$ cat config.mk
export PLATFORM = sky130hd
export DESIGN_NAME = irqagg_top
export DESIGN_NICKNAME = d
export VERILOG_FILES = /design/src/rtl/irqagg_pkg.sv /design/src/rtl/irqagg_intx_latch.sv /design/src/rtl/irqagg_msi_fifo.sv /design/src/rtl/irqagg_top.sv
export SDC_FILE = /design/constraint.sdc
export NUM_CORES = 1
export LEC_CHECK = 0
export ABC_CLOCK_PERIOD_IN_PS = 22000
export BUFFER_PORTS_ARGS = -buffer_cell sky130_fd_sc_hd__clkbuf_2
export CAP_MARGIN = 20
export CORE_ASPECT_RATIO = 1.5
export CORE_UTILIZATION = 25
export CTS_CLUSTER_DIAMETER = 120
export DETAILED_ROUTE_END_ITERATION = 8
export HOLD_SLACK_MARGIN = 0.02
export PLACE_DENSITY = 0.46
export SYNTH_ARGS = -nofsm -noshare
export SYNTH_HDL_FRONTEND = slang
export SYNTH_SLANG_ARGS = --single-unit
$ cat constraint.sdc
create_clock -name clk -period 22 [get_ports clk]
set_clock_uncertainty 0.15 [all_clocks]
set_input_delay 1.1 -clock clk [delete_from_list [all_inputs] [get_ports clk]]
set_output_delay 1.1 -clock clk [all_outputs]
set_load 0.02 [all_outputs]
$ cat src/rtl/irqagg_pkg.sv
package irqagg_pkg;

  localparam int N_INTX      = 4;
  localparam int INTX_LSB    = 5;
  localparam int MSI_SUM_BIT = 3;
  localparam int OVF_BIT     = 1;

  localparam logic [31:0] EN_MASK =
    (32'((1 << N_INTX) - 1) << INTX_LSB) | (32'd1 << MSI_SUM_BIT);

  typedef enum logic [3:0] {
    RA_STAT     = 4'd0,
    RA_EN       = 4'd1,
    RA_BASE_LO  = 4'd2,
    RA_BASE_HI  = 4'd3,
    RA_SPAN     = 4'd4,
    RA_CTL      = 4'd5,
    RA_MSTAT    = 4'd6,
    RA_DATA     = 4'd7,
    RA_HADDR_LO = 4'd8,
    RA_HADDR_HI = 4'd9
  } reg_addr_e;

  typedef struct packed {
    logic [63:0] addr;
    logic [31:0] data;
  } msi_msg_t;

  // unsigned offset test: base <= a < base + span without a 65-bit adder
  function automatic logic in_window(input logic [63:0] a,
                                     input logic [63:0] base,
                                     input logic [31:0] span);
    logic [63:0] off;
    off = a - base;
    return off < {32'd0, span};
  endfunction

  function automatic logic [31:0] build_status(input logic [N_INTX-1:0] intx,
                                               input logic msi_pending);
    return (32'(intx) << INTX_LSB) | (32'(msi_pending) << MSI_SUM_BIT);
  endfunction

endpackage

$ cat src/rtl/irqagg_intx_latch.sv
module irqagg_intx_latch #(
  parameter int N = 4
) (
  input  logic         clk,
  input  logic         rst_n,
  input  logic [N-1:0] line_i,
  input  logic         clr_wr_i,
  input  logic [N-1:0] clr_mask_i,
  output logic [N-1:0] stat_o
);

  logic [N-1:0] stat_nxt;

  for (genvar g = 0; g < N; g++) begin : g_bit
    // a clearing write wins its cycle; a held line re-latches one edge later
    assign stat_nxt[g] = clr_wr_i ? (stat_o[g] & ~clr_mask_i[g])
                                  : (stat_o[g] | line_i[g]);


    intx_set_chk: assert property (@(posedge clk) disable iff (!rst_n)
      (line_i[g] && !clr_wr_i) |=> stat_o[g]);


    intx_clr_chk: assert property (@(posedge clk) disable iff (!rst_n)
      (clr_wr_i && clr_mask_i[g]) |=> !stat_o[g]);
  end

  always_ff @(posedge clk or negedge rst_n) begin
    if (!rst_n) stat_o <= '0;
    else        stat_o <= stat_nxt;
  end

endmodule

$ cat src/rtl/irqagg_msi_fifo.sv
module irqagg_msi_fifo #(
  parameter int DEPTH = 4,
  parameter int W     = 96
) (
  input  logic                         clk,
  input  logic                         rst_n,
  input  logic                         push_i,
  input  logic                         pop_i,
  input  logic [W-1:0]                 wdata_i,
  output logic [W-1:0]                 head_o,
  output logic                         full_o,
  output logic                         empty_o,
  output logic [$clog2(DEPTH+1)-1:0]   count_o
);

  localparam int CW = $clog2(DEPTH + 1);
  localparam int PW = (DEPTH > 1) ? $clog2(DEPTH) : 1;

  logic [W-1:0]  mem [DEPTH];
  logic [PW-1:0] wr_ptr, rd_ptr;
  logic          do_push, do_pop;

  function automatic logic [PW-1:0] ptr_inc(input logic [PW-1:0] p);
    return (p == PW'(DEPTH - 1)) ? '0 : p + 1'b1;
  endfunction

  assign full_o  = (count_o == CW'(DEPTH));
  assign empty_o = (count_o == '0);
  assign do_push = push_i && !full_o;
  assign do_pop  = pop_i && !empty_o;
  assign head_o  = mem[rd_ptr];

  always_ff @(posedge clk) begin
    if (do_push) mem[wr_ptr] <= wdata_i;
  end

  always_ff @(posedge clk or negedge rst_n) begin
    if (!rst_n) begin
      wr_ptr  <= '0;
      rd_ptr  <= '0;
      count_o <= '0;
    end else begin
      if (do_push) wr_ptr <= ptr_inc(wr_ptr);
      if (do_pop)  rd_ptr <= ptr_inc(rd_ptr);
      case ({do_push, do_pop})
        2'b10:   count_o <= count_o + 1'b1;
        2'b01:   count_o <= count_o - 1'b1;
        default: count_o <= count_o;
      endcase
    end
  end


  fifo_no_push_full_chk: assert property (@(posedge clk) disable iff (!rst_n)
    !(push_i && full_o));


  fifo_empty_pop_chk: assert property (@(posedge clk) disable iff (!rst_n)
    (pop_i && empty_o && !push_i) |=> empty_o);


  fifo_bound_chk: assert property (@(posedge clk) disable iff (!rst_n)
    count_o <= CW'(DEPTH));

endmodule

$ cat src/rtl/irqagg_top.sv
module irqagg_top
  import irqagg_pkg::*;
#(
  parameter int DEPTH = 4
) (
  input  logic        clk,
  input  logic        rst_n,
  input  logic [3:0]  intx_i,
  input  logic        msg_valid_i,
  input  logic [63:0] msg_addr_i,
  input  logic [31:0] msg_data_i,
  input  logic        reg_wr_i,
  input  logic        reg_rd_i,
  input  logic [3:0]  reg_addr_i,
  input  logic [31:0] reg_wdata_i,
  output logic [31:0] reg_rdata_o,
  output logic        irq_o
);

  localparam int MW = $bits(msi_msg_t);
  localparam int CW = $clog2(DEPTH + 1);

  logic [31:0]       en_q, span_q;
  logic [63:0]       base_q;
  logic              msi_on_q, ovf_q;
  logic [N_INTX-1:0] intx_stat;
  logic              stat_wr, ovf_clr, ovf_hit;
  logic              msg_in_win, msg_accept, msg_push, msg_pop;
  logic              q_full, q_empty;
  logic [CW-1:0]     q_count;
  msi_msg_t          q_head, q_head_vis, q_in;
  logic [31:0]       stat_word;

  // register-port events
  assign stat_wr = reg_wr_i && (reg_addr_i == RA_STAT);
  assign ovf_clr = reg_wr_i && (reg_addr_i == RA_MSTAT) && reg_wdata_i[OVF_BIT];
  assign msg_pop = reg_rd_i && (reg_addr_i == RA_DATA);

  // message capture events
  assign msg_in_win = in_window(msg_addr_i, base_q, span_q);
  assign msg_accept = msg_valid_i && msi_on_q && msg_in_win;
  assign msg_push   = msg_accept && !q_full;
  assign ovf_hit    = msg_accept && q_full;
  assign q_in       = '{addr: msg_addr_i, data: msg_data_i};

  irqagg_intx_latch #(.N(N_INTX)) u_intx (
    .clk        (clk),
    .rst_n      (rst_n),
    .line_i     (intx_i),
    .clr_wr_i   (stat_wr),
    .clr_mask_i (reg_wdata_i[INTX_LSB +: N_INTX]),
    .stat_o     (intx_stat)
  );

  irqagg_msi_fifo #(.DEPTH(DEPTH), .W(MW)) u_fifo (
    .clk     (clk),
    .rst_n   (rst_n),
    .push_i  (msg_push),
    .pop_i   (msg_pop),
    .wdata_i (q_in),
    .head_o  (q_head),
    .full_o  (q_full),
    .empty_o (q_empty),
    .count_o (q_count)
  );

  always_ff @(posedge clk or negedge rst_n) begin
    if (!rst_n) begin
      en_q     <= '0;
      base_q   <= '0;
      span_q   <= '0;
      msi_on_q <= 1'b0;
      ovf_q    <= 1'b0;
    end else begin
      if (reg_wr_i) begin
        case (reg_addr_i)
          RA_EN:      en_q          <= reg_wdata_i & EN_MASK;
          RA_BASE_LO: base_q[31:0]  <= reg_wdata_i;
          RA_BASE_HI: base_q[63:32] <= reg_wdata_i;
          RA_SPAN:    span_q        <= reg_wdata_i;
          RA_CTL:     msi_on_q      <= reg_wdata_i[0];
          default:    ;
        endcase
      end
      // a fresh overflow outranks a clear in the same cycle
      if (ovf_hit)      ovf_q <= 1'b1;
      else if (ovf_clr) ovf_q <= 1'b0;
    end
  end

  assign stat_word  = build_status(intx_stat, !q_empty);
  assign irq_o      = |(stat_word & en_q);
  assign q_head_vis = q_empty ? '0 : q_head;

  always_comb begin
    reg_rdata_o = '0;
    if (reg_rd_i) begin
      case (reg_addr_i)
        RA_STAT:     reg_rdata_o = stat_word;
        RA_EN:       reg_rdata_o = en_q;
        RA_BASE_LO:  reg_rdata_o = base_q[31:0];
        RA_BASE_HI:  reg_rdata_o = base_q[63:32];
        RA_SPAN:     reg_rdata_o = span_q;
        RA_CTL:      reg_rdata_o = {31'd0, msi_on_q};
        RA_MSTAT:    reg_rdata_o = {30'd0, ovf_q, !q_empty};
        RA_DATA:     reg_rdata_o = q_head_vis.data;
        RA_HADDR_LO: reg_rdata_o = q_head_vis.addr[31:0];
        RA_HADDR_HI: reg_rdata_o = q_head_vis.addr[63:32];
        default:     reg_rdata_o = '0;
      endcase
    end
  end


  ovf_sticky_chk: assert property (@(posedge clk) disable iff (!rst_n)
    (ovf_q && !ovf_clr) |=> ovf_q);


  msi_drop_chk: assert property (@(posedge clk) disable iff (!rst_n)
    (msg_valid_i && !msi_on_q) |=> (q_count <= $past(q_count)));


  irq_mask_chk: assert property (@(posedge clk) disable iff (!rst_n)
    (en_q == '0) |-> !irq_o);


  msi_sum_chk: assert property (@(posedge clk) disable iff (!rst_n)
    (msg_push && !msg_pop) |=> !q_empty);

endmodule

==> impl_metrics.yaml <==
drt:
  routed_via_density: 5.11
  totalWireLength_um: 92600
  drc: 0
  ant_nets: 0
  drtPass1Iterations: 7
  vias: 17400
  wl_per_cell_um: 27.1
  drtIter0Drc: 1239
critical_path:
  path_max_fanout: 51
  crit_arrival_ns: 8.04
  critPathLaunchType: "primary input"
  endpoint_kind: "flip-flop"
  crit_type: "in2reg"
  r2r_cells: 24
  critPathRequiredTime_ns: 22.05
worst_hold_path:
  hold_class: "reg2reg"
  min_path_cells: 1
placed_design:
  dp_hpwl_um: 69100
  placedInstanceArea_mm2: 0.0278
  pre_cts_slack_ns: 13.49
  dp_cells: 3326
  portBuffers: 173
  place.gp.congestion: 0.920
timing:
  rsz0062_at_grt: "false"
  slew_violations: 0
  worst_slack_ns: 14.01
  slew_headroom_pct: 35.9
  post-route-period-util_pct: 36.3
  max_freq_ghz: 0.125
  setup-tns-final_ns: 0
  hold_slack_ns: 0.343
  period_needed_ns: 7.99
  setup_viol: 0
  tightest_slew_ns: 0.961
  finalHoldViolations: 0
die:
  rows: 143
  fp.dieW_um: 263
  core_mm2: 0.101
  initial_core_util_pct: 25.2
  die_area_mm2: 0.103
  boundaryPins: 174
  die_y_um: 393
layout:
  layoutNonFillerInstCount: 3411
  fillerInstances: 10300
  area_delta_synth_final_pct: 14.9
  fin_nets: 2311
  final_cell_mix: "384 x edfxtp_1, 186 x nand2_1, 172 x clkbuf_2, 138 x a21oi_1, 123 x inv_1"
  multi_input_area_mm2: 0.0102
  final_common_cell: "edfxtp_1"
  layout-drive-gt1-share_pct: 25.8
  seq_area_mm2: 0.0144
  stdcell_area_mm2: 0.0293
cts:
  cts-root-buf: "clkbuf_16"
  post_cts_buffers: 0
  holdBufCountCts: 0
  cts.sinks: 498
  numCtsBuffers: 45
  cts_tree: "done"
  cts_resized: 0
  clk_pin_slew_ns: 0.06
  clockBufferDepth: 3
  cts-htree-levels: 2
  clock_latency_ns: 0.59
synth:
  seq_area_frac_synth_pct: 56.4
  async_reset_ff_share_pct: 22.9
  netlist-cell-type-count: 95
  syn_nets: 2170
  synthCells: 1927
  synth_seq_cells: 498
  avgSynthCellArea_um2: 13.2
  synth_warnings: 0
  syn-cell-area_mm2: 0.0255
  synth_edf_count: 384
  synth_ff_type: "edfxtp_1"
power_and_ir_drop:
  leakagePower_nw: 10.5
  cellPowerDensity_mw_per_mm2: 89.8
  ir_worst_vdd_v: 0.0000454
grt:
  overflow: 0
  grt_usage_pct: 17.7
  grt_max_degree: 60
  grt_pass1_wl_um: 133000
  grt_pass1_vias: 18500
  antenna_found_initial: 12
job:
  drv_cap: 0
status:
  status: "completed"
[worst max-delay path, cell delays in order]
cell       delay (ns)
clkbuf_2         0.14
ha_1             0.49
nand4_1          0.20
or3_1            0.34
a211oi_1         0.45
o21ba_2          0.22
nor2_1           0.07
o21ai_0          0.31
a21oi_1          0.14
xnor2_1          0.15
ha_1             0.32
nand4_1          0.14
nor2_1           0.08
a22oi_1          0.14
nand4_1          0.16
a2111oi_0        0.71
nand3_1          0.17
nor3_1           0.25
nand4_1          0.17
nor4_4           0.28
nand4b_4         0.29
nor2_4           0.15
buf_4            0.62
buf_4            0.75
[per-layer routing]
layer	GRT usage, %	vias up	part of all wire [%]	wire length, µm
met4	6.80	16	3.8	3470
met2	32.1	497	52	48100
li1	-	7692	-	-
met3	2.38	139	4.4	4100
met1	21.0	9070	40	36800
met5	0	-	0.099	92
[cells by family after synthesis]
family                     count (synthesis)  synth area share [%]
and+or+nand+nor                          415                  8.01
muxes                                    210                  13.7
DFF                                      498                  56.4
adders and majority gates                102                  5.06
AOI/OAI and AO/OA                        428                  11.5
buffers and inverters                    225                  3.72
xor gates and xnor gates                  49                  1.68
[final timing paths]
| check | start | slack, ns | endpoint |
|---|---|---|---|
| max in group asynchronous | rst_n | 19.95 | u_fifo.rd_ptr[0] |
| min | u_fifo.count_o[2] | 0.34 | u_fifo.count_o[2] |
| min reg2reg | u_fifo.count_o[2] | 0.34 | u_fifo.count_o[2] |
| max reg2reg | base_q[7] | 14.14 | u_fifo.mem[3][56] |
| min in group asynchronous | rst_n | 0.45 | base_q[44] |
| max | msg_addr_i[7] | 14.01 | u_fifo.mem[3][56] |
[final cells by class]
cell class | instances | area share (%)
Sequential cell | 498 | 49.1
Tap cell | 1305 | 5.57
Timing Repair Buffer | 196 | 3.55
Clock inverter | 24 | 0.982
Inverter | 123 | 1.57
Antenna cell | 2 | 0.0171
Multi-Input combinational cell | 1204 | 34.9
Clock buffer | 59 | 4.28
[cells in the mapped netlist, drive strengths merged, types with 7 or more instances]
cell type | n | area, µm²
xor2 | 26 | 228
ha | 100 | 1250
nor4 | 8 | 65.1
clkbuf | 57 | 225
inv | 123 | 462
a21o | 23 | 174
nor2 | 71 | 277
mux4 | 100 | 2250
a222oi | 30 | 300
a211oi | 17 | 155
o21a | 12 | 90.1
nor3 | 20 | 126
a21oi | 153 | 852
and3 | 9 | 57.6
nand4 | 37 | 250
o21bai | 7 | 56.3
o21ai | 76 | 399
nand3 | 24 | 120
mux2 | 108 | 1220
nand2 | 194 | 738
nor2b | 9 | 56.3
and4 | 10 | 87.6
o211ai | 11 | 87.6
nand2b | 9 | 56.3
xnor2 | 23 | 201
a31oi | 10 | 62.6
buf | 45 | 262
edfxtp | 384 | 11500
a22oi | 40 | 314
dfrtp | 114 | 2850
[sequential cells by signal (all words and copies together), names as in the netlist]
signal and cells:
u_fifo.mem 384, base_q 64, span_q 32, en_q 5, u_intx.stat_o 4, u_fifo.count_o 3
u_fifo.rd_ptr 2, u_fifo.wr_ptr 2, msi_on_q 1, ovf_q 1
[through the flow]
stage	util, %	power, W
6_report	28.9	0.00263
5_1_grt	28.9	0.00275
4_1_cts	28.9	0.00265
3_5_place_dp	27.4	0.00182
3_3_place_gp	27.4	0.00181
2_1_floorplan	-	0.00155
[power by group]
group	total (W)	internal [W]	switching, W
clock network	0.000829	0.000475	0.000354
logic	0.000706	0.000243	0.000463
registers	0.00110	0.00106	0.0000390
total	0.00263	0.00178	0.000856
No activity file was read; power rests on OpenSTA's default activity.
